<file path="config.mk">
export PLATFORM = sky130hd
export DESIGN_NAME = jtag_tap_bscan
export DESIGN_NICKNAME = d
export VERILOG_FILES = /design/src/rtl/jtag_tap_pkg.sv /design/src/rtl/jtag_tap_fsm.sv /design/src/rtl/jtag_tap_ir.sv /design/src/rtl/jtag_tap_bsr.sv /design/src/rtl/jtag_tap_bscan.sv
export SDC_FILE = /design/constraint.sdc
export NUM_CORES = 1
export LEC_CHECK = 0
export ABC_AREA = 1
export BUFFER_PORTS_ARGS = -buffer_cell sky130_fd_sc_hd__buf_2
export CORE_AREA = 4 4 175 177
export DETAILED_ROUTE_END_ITERATION = 7
export DIE_AREA = 0 0 179 181
export SLEW_MARGIN = 40
export SYNTH_ARGS = -nofsm -noshare
export SYNTH_HDL_FRONTEND = slang
export SYNTH_SLANG_ARGS = --single-unit
</file>
<file path="constraint.sdc">
create_clock -name tck -period 2.2 [get_ports tck]
set_input_delay 0.44 -clock tck [delete_from_list [all_inputs] [get_ports tck]]
set_output_delay 0.44 -clock tck [all_outputs]
set_load 0.01 [all_outputs]
</file>
<file path="src/rtl/jtag_tap_pkg.sv">
package jtag_tap_pkg;

    typedef enum logic [3:0] {
        ST_RESET  = 4'h0,
        ST_IDLE   = 4'h1,
        ST_SEL_DR = 4'h2,
        ST_CAP_DR = 4'h3,
        ST_SHF_DR = 4'h4,
        ST_EX1_DR = 4'h5,
        ST_PAU_DR = 4'h6,
        ST_EX2_DR = 4'h7,
        ST_UPD_DR = 4'h8,
        ST_SEL_IR = 4'h9,
        ST_CAP_IR = 4'hA,
        ST_SHF_IR = 4'hB,
        ST_EX1_IR = 4'hC,
        ST_PAU_IR = 4'hD,
        ST_EX2_IR = 4'hE,
        ST_UPD_IR = 4'hF
    } tap_state_e;

    localparam int unsigned IR_W = 4;

    localparam logic [IR_W-1:0] OP_EXTEST  = 4'b0000;
    localparam logic [IR_W-1:0] OP_SAMPLE  = 4'b0001;
    localparam logic [IR_W-1:0] OP_IDCODE  = 4'b0010;
    localparam logic [IR_W-1:0] OP_HIGHZ   = 4'b0011;
    localparam logic [IR_W-1:0] OP_BYPASS  = 4'b1111;
    localparam logic [IR_W-1:0] IR_CAPTURE = 4'b0001;

    typedef struct packed {
        logic sel_bsr;
        logic sel_id;
        logic sel_byp;
        logic drive_ext;
        logic force_hiz;
    } op_dec_t;

    function automatic tap_state_e tap_step(tap_state_e s, logic tms);
        tap_state_e n;
        case (s)
            ST_RESET:  n = tms ? ST_RESET  : ST_IDLE;
            ST_IDLE:   n = tms ? ST_SEL_DR : ST_IDLE;
            ST_SEL_DR: n = tms ? ST_SEL_IR : ST_CAP_DR;
            ST_CAP_DR: n = tms ? ST_EX1_DR : ST_SHF_DR;
            ST_SHF_DR: n = tms ? ST_EX1_DR : ST_SHF_DR;
            ST_EX1_DR: n = tms ? ST_UPD_DR : ST_PAU_DR;
            ST_PAU_DR: n = tms ? ST_EX2_DR : ST_PAU_DR;
            ST_EX2_DR: n = tms ? ST_UPD_DR : ST_SHF_DR;
            ST_UPD_DR: n = tms ? ST_SEL_DR : ST_IDLE;
            ST_SEL_IR: n = tms ? ST_RESET  : ST_CAP_IR;
            ST_CAP_IR: n = tms ? ST_EX1_IR : ST_SHF_IR;
            ST_SHF_IR: n = tms ? ST_EX1_IR : ST_SHF_IR;
            ST_EX1_IR: n = tms ? ST_UPD_IR : ST_PAU_IR;
            ST_PAU_IR: n = tms ? ST_EX2_IR : ST_PAU_IR;
            ST_EX2_IR: n = tms ? ST_UPD_IR : ST_SHF_IR;
            default:   n = tms ? ST_SEL_DR : ST_IDLE;
        endcase
        return n;
    endfunction

    function automatic op_dec_t op_decode(logic [IR_W-1:0] code);
        op_dec_t r;
        r = '0;
        case (code)
            OP_EXTEST: begin
                r.sel_bsr   = 1'b1;
                r.drive_ext = 1'b1;
            end
            OP_SAMPLE: r.sel_bsr = 1'b1;
            OP_IDCODE: r.sel_id  = 1'b1;
            OP_HIGHZ: begin
                r.sel_byp   = 1'b1;
                r.force_hiz = 1'b1;
            end
            default:   r.sel_byp = 1'b1;
        endcase
        return r;
    endfunction

endpackage

</file>
<file path="src/rtl/jtag_tap_fsm.sv">
module jtag_tap_fsm
    import jtag_tap_pkg::*;
(
    input  logic       tck,
    input  logic       por_n,
    input  logic       jtag_en,
    input  logic       tms,
    output tap_state_e state_o
);

    typedef struct packed {
        tap_state_e st;
    } fsm_t;

    fsm_t fsm_d, fsm_q;

    always_comb begin
        fsm_d = fsm_q;
        if (!jtag_en) begin
            fsm_d.st = ST_RESET;
        end else begin
            fsm_d.st = tap_step(fsm_q.st, tms);
        end
    end

    always_ff @(posedge tck or negedge por_n) begin
        if (!por_n) begin
            fsm_q <= '{st: ST_RESET};
        end else begin
            fsm_q <= fsm_d;
        end
    end

    assign state_o = fsm_q.st;

endmodule

</file>
<file path="src/rtl/jtag_tap_ir.sv">
module jtag_tap_ir
    import jtag_tap_pkg::*;
(
    input  logic            tck,
    input  logic            por_n,
    input  tap_state_e      state,
    input  logic            tdi,
    output logic            ir_lsb,
    output logic [IR_W-1:0] op_code,
    output op_dec_t         dec
);

    typedef struct packed {
        logic [IR_W-1:0] sh;
        logic [IR_W-1:0] op;
    } ir_t;

    ir_t ir_d, ir_q;

    always_comb begin
        ir_d = ir_q;
        case (state)
            ST_RESET:  ir_d.op = OP_IDCODE;
            ST_CAP_IR: ir_d.sh = IR_CAPTURE;
            ST_SHF_IR: ir_d.sh = {tdi, ir_q.sh[IR_W-1:1]};
            ST_UPD_IR: ir_d.op = ir_q.sh;
            default: ;
        endcase
    end

    always_ff @(posedge tck or negedge por_n) begin
        if (!por_n) begin
            ir_q <= '{sh: '0, op: OP_IDCODE};
        end else begin
            ir_q <= ir_d;
        end
    end

    assign ir_lsb  = ir_q.sh[0];
    assign op_code = ir_q.op;
    assign dec     = op_decode(ir_q.op);

endmodule

</file>
<file path="src/rtl/jtag_tap_bsr.sv">
module jtag_tap_bsr
    import jtag_tap_pkg::*;
#(
    parameter int unsigned N_IN = 4,
    parameter int unsigned N_IO = 32
) (
    input  logic            tck,
    input  logic            por_n,
    input  tap_state_e      state,
    input  logic            sel,
    input  logic            drive_ext,
    input  logic            force_hiz,
    input  logic            tdi,
    input  logic [N_IN-1:0] in_pad,
    input  logic [N_IO-1:0] pad_in,
    input  logic [N_IO-1:0] core_out,
    input  logic [N_IO-1:0] core_oe,
    output logic            chain_lsb,
    output logic [N_IO-1:0] pad_out,
    output logic [N_IO-1:0] pad_oe,
    output logic [N_IO-1:0] upd_data,
    output logic [N_IO-1:0] upd_oe
);

    localparam int unsigned CELL_W  = 3;
    localparam int unsigned CHAIN_W = N_IN + CELL_W * N_IO;

    typedef struct packed {
        logic [CHAIN_W-1:0] chain;
        logic [N_IO-1:0]    lat_d;
        logic [N_IO-1:0]    lat_e;
    } bsr_t;

    bsr_t               bsr_d, bsr_q;
    logic [CHAIN_W-1:0] cap_vec;

    for (genvar gi = 0; gi < N_IN; gi++) begin : g_in_cell
        assign cap_vec[gi] = in_pad[gi];
    end

    for (genvar gk = 0; gk < N_IO; gk++) begin : g_io_cell
        assign cap_vec[N_IN + CELL_W*gk + 0] = pad_in[gk];
        assign cap_vec[N_IN + CELL_W*gk + 1] = core_out[gk];
        assign cap_vec[N_IN + CELL_W*gk + 2] = core_oe[gk];

        assign pad_out[gk] = drive_ext ? bsr_q.lat_d[gk] : core_out[gk];
        assign pad_oe[gk]  = force_hiz ? 1'b0
                           : (drive_ext ? bsr_q.lat_e[gk] : core_oe[gk]);
    end

    always_comb begin
        bsr_d = bsr_q;
        if (sel) begin
            case (state)
                ST_CAP_DR: bsr_d.chain = cap_vec;
                ST_SHF_DR: bsr_d.chain = {tdi, bsr_q.chain[CHAIN_W-1:1]};
                ST_UPD_DR: begin
                    for (int k = 0; k < int'(N_IO); k++) begin
                        bsr_d.lat_d[k] = bsr_q.chain[int'(N_IN) + int'(CELL_W)*k + 1];
                        bsr_d.lat_e[k] = bsr_q.chain[int'(N_IN) + int'(CELL_W)*k + 2];
                    end
                end
                default: ;
            endcase
        end
    end

    always_ff @(posedge tck or negedge por_n) begin
        if (!por_n) begin
            bsr_q <= '0;
        end else begin
            bsr_q <= bsr_d;
        end
    end

    assign chain_lsb = bsr_q.chain[0];
    assign upd_data  = bsr_q.lat_d;
    assign upd_oe    = bsr_q.lat_e;

endmodule

</file>
<file path="src/rtl/jtag_tap_bscan.sv">
module jtag_tap_bscan
    import jtag_tap_pkg::*;
#(
    parameter int unsigned N_IN     = 4,
    parameter int unsigned N_IO     = 32,
    parameter logic [31:0] ID_VALUE = 32'h3C6A_91D4
) (
    input  logic            tck,
    input  logic            por_n,
    input  logic            jtag_en,
    input  logic            tms,
    input  logic            tdi,
    output logic            tdo,
    output logic            tdo_oe,
    output logic            test_pins_user,
    input  logic [N_IN-1:0] in_pad,
    input  logic [N_IO-1:0] pad_in,
    input  logic [N_IO-1:0] core_out,
    input  logic [N_IO-1:0] core_oe,
    output logic [N_IO-1:0] pad_out,
    output logic [N_IO-1:0] pad_oe
);

    localparam int unsigned ID_W       = 32;
    localparam logic [ID_W-1:0] ID_CAP = ID_VALUE | 32'h1;

    typedef struct packed {
        logic            byp;
        logic [ID_W-1:0] id;
    } dr_t;

    typedef struct packed {
        logic tdo;
        logic oe;
    } out_t;

    tap_state_e      tap_state;
    logic            ir_lsb;
    logic [IR_W-1:0] ir_code;
    op_dec_t         dec;
    logic            bsr_lsb;
    logic [N_IO-1:0] upd_data;
    logic [N_IO-1:0] upd_oe;

    dr_t  dr_d, dr_q;
    out_t out_d, out_q;

    jtag_tap_fsm u_fsm (
        .tck     (tck),
        .por_n   (por_n),
        .jtag_en (jtag_en),
        .tms     (tms),
        .state_o (tap_state)
    );

    jtag_tap_ir u_ir (
        .tck     (tck),
        .por_n   (por_n),
        .state   (tap_state),
        .tdi     (tdi),
        .ir_lsb  (ir_lsb),
        .op_code (ir_code),
        .dec     (dec)
    );

    jtag_tap_bsr #(
        .N_IN (N_IN),
        .N_IO (N_IO)
    ) u_bsr (
        .tck       (tck),
        .por_n     (por_n),
        .state     (tap_state),
        .sel       (dec.sel_bsr),
        .drive_ext (dec.drive_ext),
        .force_hiz (dec.force_hiz),
        .tdi       (tdi),
        .in_pad    (in_pad),
        .pad_in    (pad_in),
        .core_out  (core_out),
        .core_oe   (core_oe),
        .chain_lsb (bsr_lsb),
        .pad_out   (pad_out),
        .pad_oe    (pad_oe),
        .upd_data  (upd_data),
        .upd_oe    (upd_oe)
    );

    // Bypass and identification data registers, rising edge
    always_comb begin
        dr_d = dr_q;
        case (tap_state)
            ST_CAP_DR: begin
                if (dec.sel_byp) dr_d.byp = 1'b0;
                if (dec.sel_id)  dr_d.id  = ID_CAP;
            end
            ST_SHF_DR: begin
                if (dec.sel_byp) dr_d.byp = tdi;
                if (dec.sel_id)  dr_d.id  = {tdi, dr_q.id[ID_W-1:1]};
            end
            default: ;
        endcase
    end

    always_ff @(posedge tck or negedge por_n) begin
        if (!por_n) begin
            dr_q <= '0;
        end else begin
            dr_q <= dr_d;
        end
    end

    // Serial output path, retimed to the falling edge
    always_comb begin
        out_d     = '0;
        out_d.oe  = (tap_state == ST_SHF_DR) || (tap_state == ST_SHF_IR);
        if (tap_state == ST_SHF_IR) begin
            out_d.tdo = ir_lsb;
        end else if (tap_state == ST_SHF_DR) begin
            if (dec.sel_bsr)     out_d.tdo = bsr_lsb;
            else if (dec.sel_id) out_d.tdo = dr_q.id[0];
            else                 out_d.tdo = dr_q.byp;
        end
    end

    always_ff @(negedge tck or negedge por_n) begin
        if (!por_n) begin
            out_q <= '0;
        end else begin
            out_q <= out_d;
        end
    end

    assign tdo            = out_q.tdo;
    assign tdo_oe         = out_q.oe & jtag_en;
    assign test_pins_user = ~jtag_en;

endmodule

</file>
* Yosys cells after proc, flatten, opt, wreduce, memory -nomap -nowiden *
Cells that the tools add are included.

word-level totals
  bits of input ports = 105
  output and inout bits = 67
  bits in registers = 211

cells by class
  equal/unequal tests = 21
  muxes and demuxes = 126
  reduce and logical (&&, ||, !) cells = 14
  bitwise operators = 2

operator list
  operator                                                          count
  100-bit one-hot mux with 2 select lines                           1
  1-bit 2-to-1 mux                                                  109
  33-bit one-hot mux with 2 select lines                            1
  32-bit 2-to-1 mux                                                 2
  4-bit one-hot mux with 11 select lines                            1
  4-bit == test (second input constant)                             8
  4-bit 2-to-1 mux                                                  5
  4-bit by 2-bit == test with 1-bit output (second input constant)  4
  4-bit by 3-bit == test with 1-bit output (second input constant)  4
  4-bit one-hot mux with 2 select lines                             2
  4-bit zero test                                                   2
  2-bit inequality test (second input constant)                     4
  2-bit 2-to-1 mux                                                  3
  3-bit 2-to-1 mux                                                  2
  3-bit AND reduction                                               2
  2-bit nonzero test                                                3
  2-bit OR reduction                                                3
  4-bit by 1-bit == test with 1-bit output (second input constant)  1
  2-bit AND reduction                                               2
  3-bit OR reduction                                                1
  1-bit bitwise AND                                                 1
  1-bit logical OR                                                  1
  1-bit NOT                                                         1

* Longest topological paths before layout *
Gate-level depths: netlist (run 1).

  word-level depth = 6
  mapped depth = 10
  depth with buffers taken out = 9

* Cells and area by module *
Synthesis (run 1) repeated with hierarchy kept, for this count alone.

second synthesis, totals
  cells, all modules = 1645
  area, all modules = 11524.8 um^2

by module, submodules not included
  module          cells each  instances  area an instance (um^2)
  jtag_tap_bsr    1309        1          8951.1
  jtag_tap_bscan  203         1          1745.4
  jtag_tap_ir     62          1          444.2
  jtag_tap_fsm    71          1          384.1

==> key figures, run 1 <==
Timing
  – Final setup violation count: 67
  – Least-Margin Pin Slew: 834.7 ps
  – RSZ-0062 raised after global routing: true
  – Post-route clock skew: 9.829 ps
  – Setup TNS Final: -23460 ps
  – Max Slew Vio Count: 0
  – Hold_ws: -16.47 ps
  – Setup ws final: -450.8 ps
  – Fin. Hold Viols: 5
  – Worst slew margin: 0.4436

GRT
  – Number of global-route vias before repair: between 8000 and 9000
  – Tot GR Track Use: 0.1793
  – Antenna violations before repair: 0
  – First-pass GRT wire length: about 47000 um
  – Largest net degree at the start of global routing: 121
  – Grt ovf: 0

Route
  – DRC: 0
  – 1st-iter DRT viols: 704
  – DRT antenna net count: 0
  – Post-DR wirelength/cell: 15.65 um
  – DR pass1 iterations: 7
  – Via density: 4.789
  – Via Count: 9080
  – Final wirelength: 29680 um

Run
  – Max-cap violations: 0

Power and ir drop
  – Total power divided by cell area: around 1200 nW/um^2
  – Max VDD drop: 601.1 uV
  – Total power: 17.49 mW
  – Pint: 11.61 mW
  – Clock share of power: 0.267
  – Pleak: 7.256 nW
  – Sw Pwr: 5.878 mW
  – Sw Ratio: 0.3361
  – Seq pwr share: 0.360
  – Comb pwr share: 0.373

Synth
  – Syn. warnings: 0
  – Syn Area/Cell: 7.768 um^2
  – Share of the synthesized area in the top cell type: 0.5154
  – Syn Inst Count: 1300
  – Post-synth top area cell: dfrtp_1
  – Syn nets: approximately 1400
  – Most instantiated library cell after synthesis: nand2_1
  – Seq/Total Area, Yosys: 0.5230
  – Register bit total from synthesis: 211
  – Synth area leaders: dfrtp_1 (52%), nand2_1 (17%), o21ai_0 (8.1%)
  – EDFF count, synth: 0
  – Synth top cells by count: nand2_1 (454), dfrtp_1 (208), o21ai_0 (164), inv_1 (156), o21ai_1 (112)
  – Ys async rst share: 1.000
  – Netlist cell types: 25
  – Main flop type after synthesis: dfrtp_1
  – Synthesized area: 10100 um^2

Critical path
  – Crit Path Category: reg2out
  – CP arrival: 2210 ps
  – Worst Path Required: 1760 ps
  – Crit Path Max Fanout: 1
  – Worst setup EP type: output port
  – CP Launch Type: flip-flop

Floorplanning
  – Die area: between 30000 and 40000 um^2
  – Starting Density: 0.3453
  – Num rows: 63
  – DIE HEIGHT: 181 um
  – Die Wd: 179 um
  – IO Count: 172
  – Core Area: approximately 29000 um^2

Placed design
  – RePlAce Congestion: 0.8787
  – PortBufs: 171
  – HPWL Detailed: 17000 um

Finish
  – Net count, final: 1594
  – Register Area: 5281 um^2
  – Area growth from synthesis to layout: 38.83%
  – FILL cells: approximately 2800
  – Area of the multi-input gates: 4556 um^2
  – Layout cells sized above 1: 0.2975
  – Antenna Cells: 0

Status
  – Failing checks: negative hold slack, negative setup slack
  – Status: finished, violations left

Clocking
  – Clk_lat worst skew: 510 ps
  – CTS H-Tree Depth: 1
  – CTS clk-pin slew, worst paths: about 60 ps
  – Clock Sinks: around 210
  – Max Root-Sink Buffers: 3
  – Clock Tree Root: clkbuf_16
  – CTS tree: built
  – CTS Buf Count: 24

Min path
  – Hold Path Class: in2async
## worst paths after layout
path                                     from            endpoint  slack (ps)  cells after the start
setup / recovery                     out_q[0]              tdo_oe        -450                      3
hold / removal                          por_n   u_bsr.upd_data[5]         -20                      2
setup reg to reg              u_ir.op_code[3]                 tdo        -370                     11
hold reg to reg            u_bsr.upd_data[25]  u_bsr.upd_data[25]         480                      2
max in group asynchronous               por_n                 tdo        1360                      1
min in group tck                      jtag_en    u_fsm.state_o[0]         180                      3
## critical path: stages (launching register included)
cell and delay (ps):
dfrtn_1 390, nand2_1 50, inv_1 40, buf_2 120
## registers in the layout (all words and copies together) (netlist names)
| signal | cells |
|---|---|
| u_bsr.bsr_q | 99 |
| dr_q | 33 |
| u_bsr.upd_data | 32 |
| u_bsr.upd_oe | 32 |
| u_fsm.state_o | 4 |
| u_ir.op_code | 4 |
| u_ir.ir_q | 3 |
| out_q | 1 |
| tdo | 1 |
| u_bsr.chain_lsb | 1 |
| u_ir.ir_lsb | 1 |
## cell usage in the layout, fill, tap and decap left out, drive strengths merged
cell,count
nand4,1
buf,240
o22ai,21
dfrtp,208
inv,159
bufinv,7
clkinvlp,1
nand3,16
nor2,28
a22oi,13
dfstp,1
clkinv,3
nand2,455
clkbuf,35
a211oi,1
nor3,1
o21ai,276
dfrtn,2
a21oi,38
## cells by family after synthesis
| kind of cell | after synthesis | synth area share |
|---|---|---|
| buffers and inverters | 239 | 0.1049 |
| AND/OR/NAND/NOR | 501 | 0.1930 |
| flip-flops | 211 | 0.5230 |
| AO/OA/AOI/OAI | 349 | 0.1790 |
## power by group through the flow
stage	Clock [mW]	Sequential [mW]	Combinational, mW
after floorplan	0	6.02	2.83
after detailed placement	0	6.22	4.11
after CTS	4.78	6.26	6.05
after global routing	4.93	6.48	7.21
after global placement	0	6.19	4.00
final	4.67	6.30	6.52
## stage by stage
stage	setup WS (ps)	cells	instance area, um^2	hold WS [ps]	utilization
final	-450.8	1896	14020	-16.47	0.4794
after global routing	-497.0	1896	14020	42.17	0.4794
after CTS	-467.9	1893	13490	23.86	0.4614
after detailed placement	-47.94	1813	11380	473.0	0.3893
after global placement	-8.060	1813	11370	467.3	0.3889
after floorplan	1.072	1300	10100	144.4	-
## final cells by class
type / count / share of cell area
clock buffers: 33 / 0.05033
flip-flops and latches: 211 / 0.3767
clock inverters: 10 / 0.01624
repair buffers: 242 / 0.1531
inverters: 160 / 0.04382
multi-input cells: 850 / 0.3249
well taps: 390 / 0.03481
## repair_timing
action | 4_1_cts | 5_1_grt
setup endpoints to repair | 67 | 68
pin swaps | 29 | 39
cloned | 16 | 2
gates resized for setup | 159 | 132
hold buffers | 0 | 0
buffers inserted | 24 | 8
## metal layers
layer	global-route usage	routed length, um	part of all wire	vias up
li1	-	-	-	4515
met1	0.2601	13920	0.47	4289
met2	0.2799	13700	0.46	233
met3	0.02762	1395	0.047	43
met4	0.04820	668	0.023	0
met5	0	0	0	-
Power figures use the tool's default switching activity.
==> run 2, diff against run 1 <==
--- a/config.mk
+++ b/config.mk
@@ -5,11 +5,10 @@
 export SDC_FILE = /design/constraint.sdc
 export NUM_CORES = 1
 export LEC_CHECK = 0
-export ABC_AREA = 1
 export BUFFER_PORTS_ARGS = -buffer_cell sky130_fd_sc_hd__buf_2
-export CORE_AREA = 4 4 175 177
+export CORE_AREA = 4 4 180 182
 export DETAILED_ROUTE_END_ITERATION = 7
-export DIE_AREA = 0 0 179 181
+export DIE_AREA = 0 0 184 186
 export SLEW_MARGIN = 40
 export SYNTH_ARGS = -nofsm -noshare
 export SYNTH_HDL_FRONTEND = slang
==> constraint.sdc (replaced) <==
create_clock -name tck -period 2.7 [get_ports tck]
set_input_delay 0.54 -clock tck [delete_from_list [all_inputs] [get_ports tck]]
set_output_delay 0.54 -clock tck [all_outputs]
set_load 0.01 [all_outputs]
==> run 2 against run 1 <==
The run ends with negative setup slack left. First-iteration DRC count shrank 63%. Sequential power shrank 40%. Synthesized cell count shrank 35%. Combinational power shrank 85%. Flip-flop and latch count is the same. Cell count shrank 24%. Via count shrank 22%. Clock skew shrank 1.8 ps. Power shrank 53%. Sequential share of layout area grew 2.1 points. Largest cell class unchanged.
==> key figures, run 2 <==
Power and ir drop
  – Seq pwr share: 0.456
  – Pint: between 6 and 7 mW
  – Clock share of power: 0.430
  – Comb pwr share: 0.115
  – Sw Ratio: 0.2373
  – Max VDD drop: 432.8 uV
  – Total power divided by cell area: 623.9 nW/um^2
  – Pleak: 6.378 nW
  – Sw Pwr: 1.967 mW

Timing
  – Worst slew margin: 0.5649
  – Max Slew Vio Count: 0
  – Final setup violation count: 14
  – Setup ws final: -311.0 ps
  – Hold_ws: 294.9 ps
  – Least-Margin Pin Slew: 652.6 ps
  – Setup TNS Final: -686.6 ps
  – RSZ-0062 raised after global routing: true
  – Fin. Hold Viols: 0
  – Post-route clock skew: 8.024 ps

Finish
  – Finished Layout Cells: 1445
  – Max reg flops: 99
  – Net count, final: 1134
  – Final core occ: 0.4344
  – Most flops, register: u_bsr.bsr_q
  – Commonest non-fill, non-tap cell in the layout: dfrtp_1
  – Largest registers: u_bsr.bsr_q: 99 flops, dr_q: 33 flops
  – Layout cells sized above 1: 0.5363
  – Area growth from synthesis to layout: 24.40%
  – Most frequent cells in the layout: dfrtp_1 (206), mux2_2 (164), buf_2 (164), nand2_1 (149), mux2_4 (100)
  – FILL cells: 2887

Route
  – DRC: 0
  – Top sig layer: met5
  – Via density: about 4.9
  – DRT antenna net count: 0
  – Met2 WL post-DR: 12150 um
  – Final wirelength: 26790 um
  – 1st-iter DRT viols: 257
  – DR pass1 iterations: 4
  – Via Count: ~7100
  – Post-DR wirelength/cell: between 15 and 20 um
  – Wl on met1: 12800 um
  – DR WL met3: 1249 um

Synth
  – Synth area leaders: dfrtp_1 (49%), mux2_2 (17%), mux2_4 (14%)
  – Synth top cells by count: dfrtp_1 (208), nand2_1 (170), mux2_2 (164), mux2_4 (100), a21oi_1 (39)
  – Post-synth top area cell: dfrtp_1
  – Synthesized area: 10680 um^2
  – Ys async rst share: 1.000
  – Syn nets: 954
  – Main flop type after synthesis: dfrtp_1
  – Netlist cell types: 48
  – Register bit total from synthesis: roughly 210
  – Most instantiated library cell after synthesis: dfrtp_1
  – Syn Inst Count: 849
  – Seq/Total Area, Yosys: 0.4945
  – Syn. warnings: 0
  – Syn Area/Cell: ~13 um^2
  – Share of the synthesized area in the top cell type: 0.4873
  – EDFF count, synth: 0

Floorplanning
  – Die area: 34220 um^2
  – Die Wd: 184 um
  – Num rows: 64
  – Core Area: 30590 um^2
  – Starting Density: 0.3491
  – DIE HEIGHT: 186 um
  – IO Count: 172

GRT
  – Number of global-route vias before repair: 7213
  – Antenna violations before repair: 2
  – First-pass GRT wire length: roughly 40000 um
  – Grt ovf: 0
  – Largest net degree at the start of global routing: 101
  – Tot GR Track Use: 0.1414

Critical path
  – Critical-path cell list: and2_1 -> buf_2
  – CP arrival: 2470 ps
  – CP delay by family, top: flip-flops
  – Slowest cell on the critical path: dfrtn_1
  – Crit Path Category: reg2out
  – Crit Path Max Fanout: 1
  – CP Launch Type: flip-flop
  – Largest stage delay, worst path: ~380 ps
  – Worst setup EP type: output port
  – Worst path bufs/invs: 1
  – Worst Path Required: approximately 2200 ps

Clocking
  – CTS tree: built
  – CTS H-Tree Depth: 1
  – Clock Sinks: approximately 210
  – Clock Tree Root: clkbuf_16
  – Clk_lat worst skew: 520 ps
  – CTS Buf Count: 26
  – CTS clk-pin slew, worst paths: 60 ps
  – Max Root-Sink Buffers: 3

Min path
  – Hold Path Class: in2reg

Placed design
  – Pre-CTS setup slack: 147.5 ps
  – PortBufs: 171
  – HPWL Detailed: 15790 um
  – RePlAce Congestion: 0.7597
  – Dpl cells: 1380

Status
  – Status: finished, violations left
  – Failing checks: negative setup slack

Run
  – Max-cap violations: 0
==> run 2: changes by cell type after synthesis, sizes merged, moves of 3 or more <==
cell | before | now
nand3 | 16 | 3
a22o | 0 | 15
buf | 50 | 36
nor2 | 28 | 9
mux2 | 0 | 264
o22ai | 21 | 4
o21ai | 276 | 7
inv | 159 | 4
nand2 | 455 | 170
a22oi | 13 | 0
o22a | 0 | 16
a21o | 0 | 3
nor2b | 0 | 3
==> run 2: repair_timing <==
item,4_1_cts,5_1_grt
endpoints found under the hold margin,26,0
setup buffers,1,6
hold buffers,1,0
pin swaps,2,11
resized for setup,6,48
endpoints found under the setup margin,66,19
cloned,0,9
==> run 2: layer usage <==
metal,vias to the layer above,global-route usage
met5,-,0
met4,4,0.03076
met1,3544,0.1985
met3,43,0.02775
li1,3344,-
met2,168,0.2283
==> run 2: power groups by stage <==
stage	sequential [mW]	clock (mW)	combinational, mW
4_1_cts	3.77	3.69	0.949
2_1_floorplan	3.74	0	0.650
3_3_place_gp	3.82	0	0.920
6_report	3.78	3.56	0.949
5_1_grt	3.82	3.82	1.05
3_5_place_dp	3.83	0	0.941
==> run 2: final cells by class <==
cell class / instances / area [um^2] / area share
flip-flops and latches: 211 / 5284 / 0.3977
multi-input cells: 570 / 5056 / 0.3805
repair buffers: 216 / 1544 / 0.1162
clock buffers: 39 / 790.8 / 0.05952
well taps: 396 / 495.5 / 0.03729
clock inverters: 8 / 98.84 / 0.007439
inverters: 4 / 15.01 / 0.001130
diodes: 1 / 2.502 / 0.0001883
==> run 2: kinds of logic (layout without fill, tap and decap cells) <==
kind of cell           after synthesis  count (layout)  synth area share
AO/OA/AOI/OAI                      100             100           0.06443
XOR/XNOR                             1               1         0.0008202
buffers and inverters               68             267           0.04616
flip-flops                         211             211            0.4945
multiplexers                       264             264            0.3135
other                                0               1                 0
AND/OR/NAND/NOR                    205             205           0.08060
==> run 2: path summary, 6_finish.rpt <==
kind | startpoint | end | slack [ps] | cells after the start
setup / recovery | out_q[0] | tdo_oe | -310 | 2
hold / removal | jtag_en | u_fsm.state_o[0] | 290 | 2
setup reg to reg | u_ir.op_code[0] | tdo | 110 | 4
hold reg to reg | u_ir.ir_q[5] | u_ir.ir_q[5] | 490 | 2
max in group asynchronous | por_n | tdo | 730 | 2
min in group asynchronous | por_n | u_bsr.bsr_q[161] | 480 | 2
==> run 2: stage by stage <==
step / cell area [um^2] / total power [mW]
2_1_floorplan: 10690 / 4.394
3_3_place_gp: 11910 / 4.739
3_5_place_dp: 11920 / 4.766
4_1_cts: 12840 / 8.411
5_1_grt: 13280 / 8.683
6_report: 13290 / 8.289
==> run 3, diff against run 2 <==
--- a/config.mk
+++ b/config.mk
@@ -6,9 +6,11 @@
 export NUM_CORES = 1
 export LEC_CHECK = 0
 export BUFFER_PORTS_ARGS = -buffer_cell sky130_fd_sc_hd__buf_2
-export CORE_AREA = 4 4 180 182
+export CORE_AREA = 2 2 178 180
+export CTS_BUF_LIST = sky130_fd_sc_hd__clkbuf_2 sky130_fd_sc_hd__clkbuf_4 sky130_fd_sc_hd__clkbuf_8
 export DETAILED_ROUTE_END_ITERATION = 7
-export DIE_AREA = 0 0 184 186
+export DIE_AREA = 0 0 180 182
+export SETUP_SLACK_MARGIN = 0.5
 export SLEW_MARGIN = 40
 export SYNTH_ARGS = -nofsm -noshare
 export SYNTH_HDL_FRONTEND = slang
==> run 3 against run 2 <==
The run still ends with negative setup slack left. Hold slack got worse by 2.4 ps. Clock skew rose by 10 ps. Non-clock buffer count rose by 33. Sequential power hardly changed. Clock-buffer cell count rose by 26.
==> key figures, run 3 (synthesis results as in run 2) <==
GRT
  – First-pass GRT wire length: 45740 um
  – Largest net degree at the start of global routing: between 80 and 90
  – Grt ovf: 0
  – Number of global-route vias before repair: slightly below 8000
  – Antenna violations before repair: 1
  – Tot GR Track Use: 0.1778

Critical path
  – CP arrival: 2450 ps
  – Crit Path Category: reg2out
  – RR Startpoint: u_ir.op_code[1]
  – Cells on worst reg2reg path: 5
  – Crit Path Max Fanout: 1
  – CP Launch Type: flip-flop
  – RR Endpoint: tdo
  – Worst Path Required: 2160 ps
  – Reg2Reg Setup Slack: 80 ps
  – Worst setup EP type: output port

Floorplanning
  – Core Area: between 30000 and 40000 um^2
  – DIE HEIGHT: between 150 and 200 um
  – IO Count: ~170
  – Num rows: 65
  – Die Wd: 180 um
  – Starting Density: 0.3447
  – Die area: 32760 um^2

Finish
  – Layout cells sized above 1: 0.6951
  – Net count, final: 1181
  – Area growth from synthesis to layout: 38.99%
  – Largest registers: u_bsr.bsr_q: 99 flops, dr_q: 33 flops
  – Commonest non-fill, non-tap cell in the layout: dfrtp_1
  – Fin area: 14840 um^2
  – Most flops, register: u_bsr.bsr_q
  – Max reg flops: 99
  – Finished Layout Cells: around 1500
  – Most frequent cells in the layout: dfrtp_1 (205), mux2_2 (164), buf_2 (146), mux2_4 (100), nand2_4 (94)

Clocking
  – CTS Buf Count: 40
  – CTS clk-pin slew, worst paths: 60 ps
  – CTS H-Tree Depth: 2
  – Clock Sinks: 211
  – Clk_lat worst skew: 520 ps
  – Clock Tree Root: clkbuf_8
  – Max Root-Sink Buffers: 3
  – CTS tree: built

Power and ir drop
  – Comb pwr share: 0.127
  – Pint: slightly above 6 mW
  – Pleak: 7.609 nW
  – Seq pwr share: 0.467
  – Clock share of power: 0.406
  – Max VDD drop: 271.7 uV
  – Total power divided by cell area: 546.1 nW/um^2
  – Sw Ratio: 0.2469
  – Sw Pwr: 2.002 mW

Status
  – Failing checks: negative setup slack
  – Status: finished, violations left

Route
  – Final wirelength: 29740 um
  – 1st-iter DRT viols: between 300 and 400
  – DRT antenna net count: 0
  – Post-DR wirelength/cell: 19.76 um
  – DRC: 0
  – DR pass1 iterations: 4
  – Via density: 4.969
  – Via Count: 7479

Placed design
  – PortBufs: 171
  – Cell Area, Placed: ~12000 um^2
  – HPWL Detailed: 15860 um
  – RePlAce Congestion: 0.7965
  – Dpl cells: about 1400

Min path
  – Hold_sp: jtag_en
  – Hold Path Class: in2reg
  – Hold Path Sink: u_fsm.state_o[0]
  – Hold depth: 2

Timing
  – Setup ws final: -286.4 ps
  – Final setup violation count: 44
  – Max Slew Vio Count: 0
  – Hold_ws: between 200 and 300 ps
  – Setup TNS Final: -2618 ps
  – Fin. Hold Viols: 0
  – Least-Margin Pin Slew: 661.7 ps
  – RSZ-0062 raised after global routing: true
  – Worst slew margin: 0.5589
  – Post-route clock skew: between 15 and 20 ps

Run
  – Max-cap violations: 0
[run 3: what timing repair did]
action                     in CTS  in global routing
gates cloned                   16                  3
gates resized for setup       203                134
hold buffers                    1                  0
pin swaps                     108                 89
buffers inserted               25                  8
setup endpoints to repair     168                229
hold endpoints to repair       10                  0
[run 3: area by class of cell]
class	instances	area, um^2
antenna	1	2.502
clock buffer	65	794.5
clock inverter	3	40.04
fill	2712	16140
inverter	4	15.01
multi-input combinational	570	5908
sequential	211	5285
tap	402	503.0
timing repair buffer	249	2296
[run 3: critical path, cell delays in order (launching register included)]
cell	delay, ps
dfrtn_1	380
and2_4	130
buf_6	90
[run 3: layer usage]
metal	GRT usage	vias to the layer above	share of wire
met5	0	-	0
met4	0.05431	0	0.022
met3	0.03329	47	0.040
met2	0.2906	179	0.48
met1	0.2399	3804	0.46
li1	-	3449	-
[run 3: worst max-delay path by stage]
stage                     startpoint  endpoint  slack (ps)  cells after the start
floorplan           u_fsm.state_o[3]       tdo         120                      6
global placement     u_ir.op_code[1]       tdo         200                      3
detailed placement   u_ir.op_code[1]       tdo         190                      3
CTS                         out_q[0]    tdo_oe        -310                      2
global route                out_q[0]    tdo_oe        -340                      2
finish                      out_q[0]    tdo_oe        -290                      2
[run 3: metrics by stage]
step	total power, mW	setup slack [ps]	utilization
finish	8.106	-286.4	0.4791
global route	8.506	-340.2	0.4790
CTS	8.161	-312.9	0.4569
detailed placement	4.763	189.2	0.3842
global placement	4.729	200.5	0.3841
floorplan	4.398	124.5	-
[run 3: power by group through the flow]
stage | clock [mW] | combinational, mW | sequential [mW]
floorplan | 0 | 0.654 | 3.74
global placement | 0 | 0.910 | 3.82
detailed placement | 0 | 0.934 | 3.83
CTS | 3.39 | 0.989 | 3.78
global route | 3.54 | 1.13 | 3.84
finish | 3.29 | 1.03 | 3.79
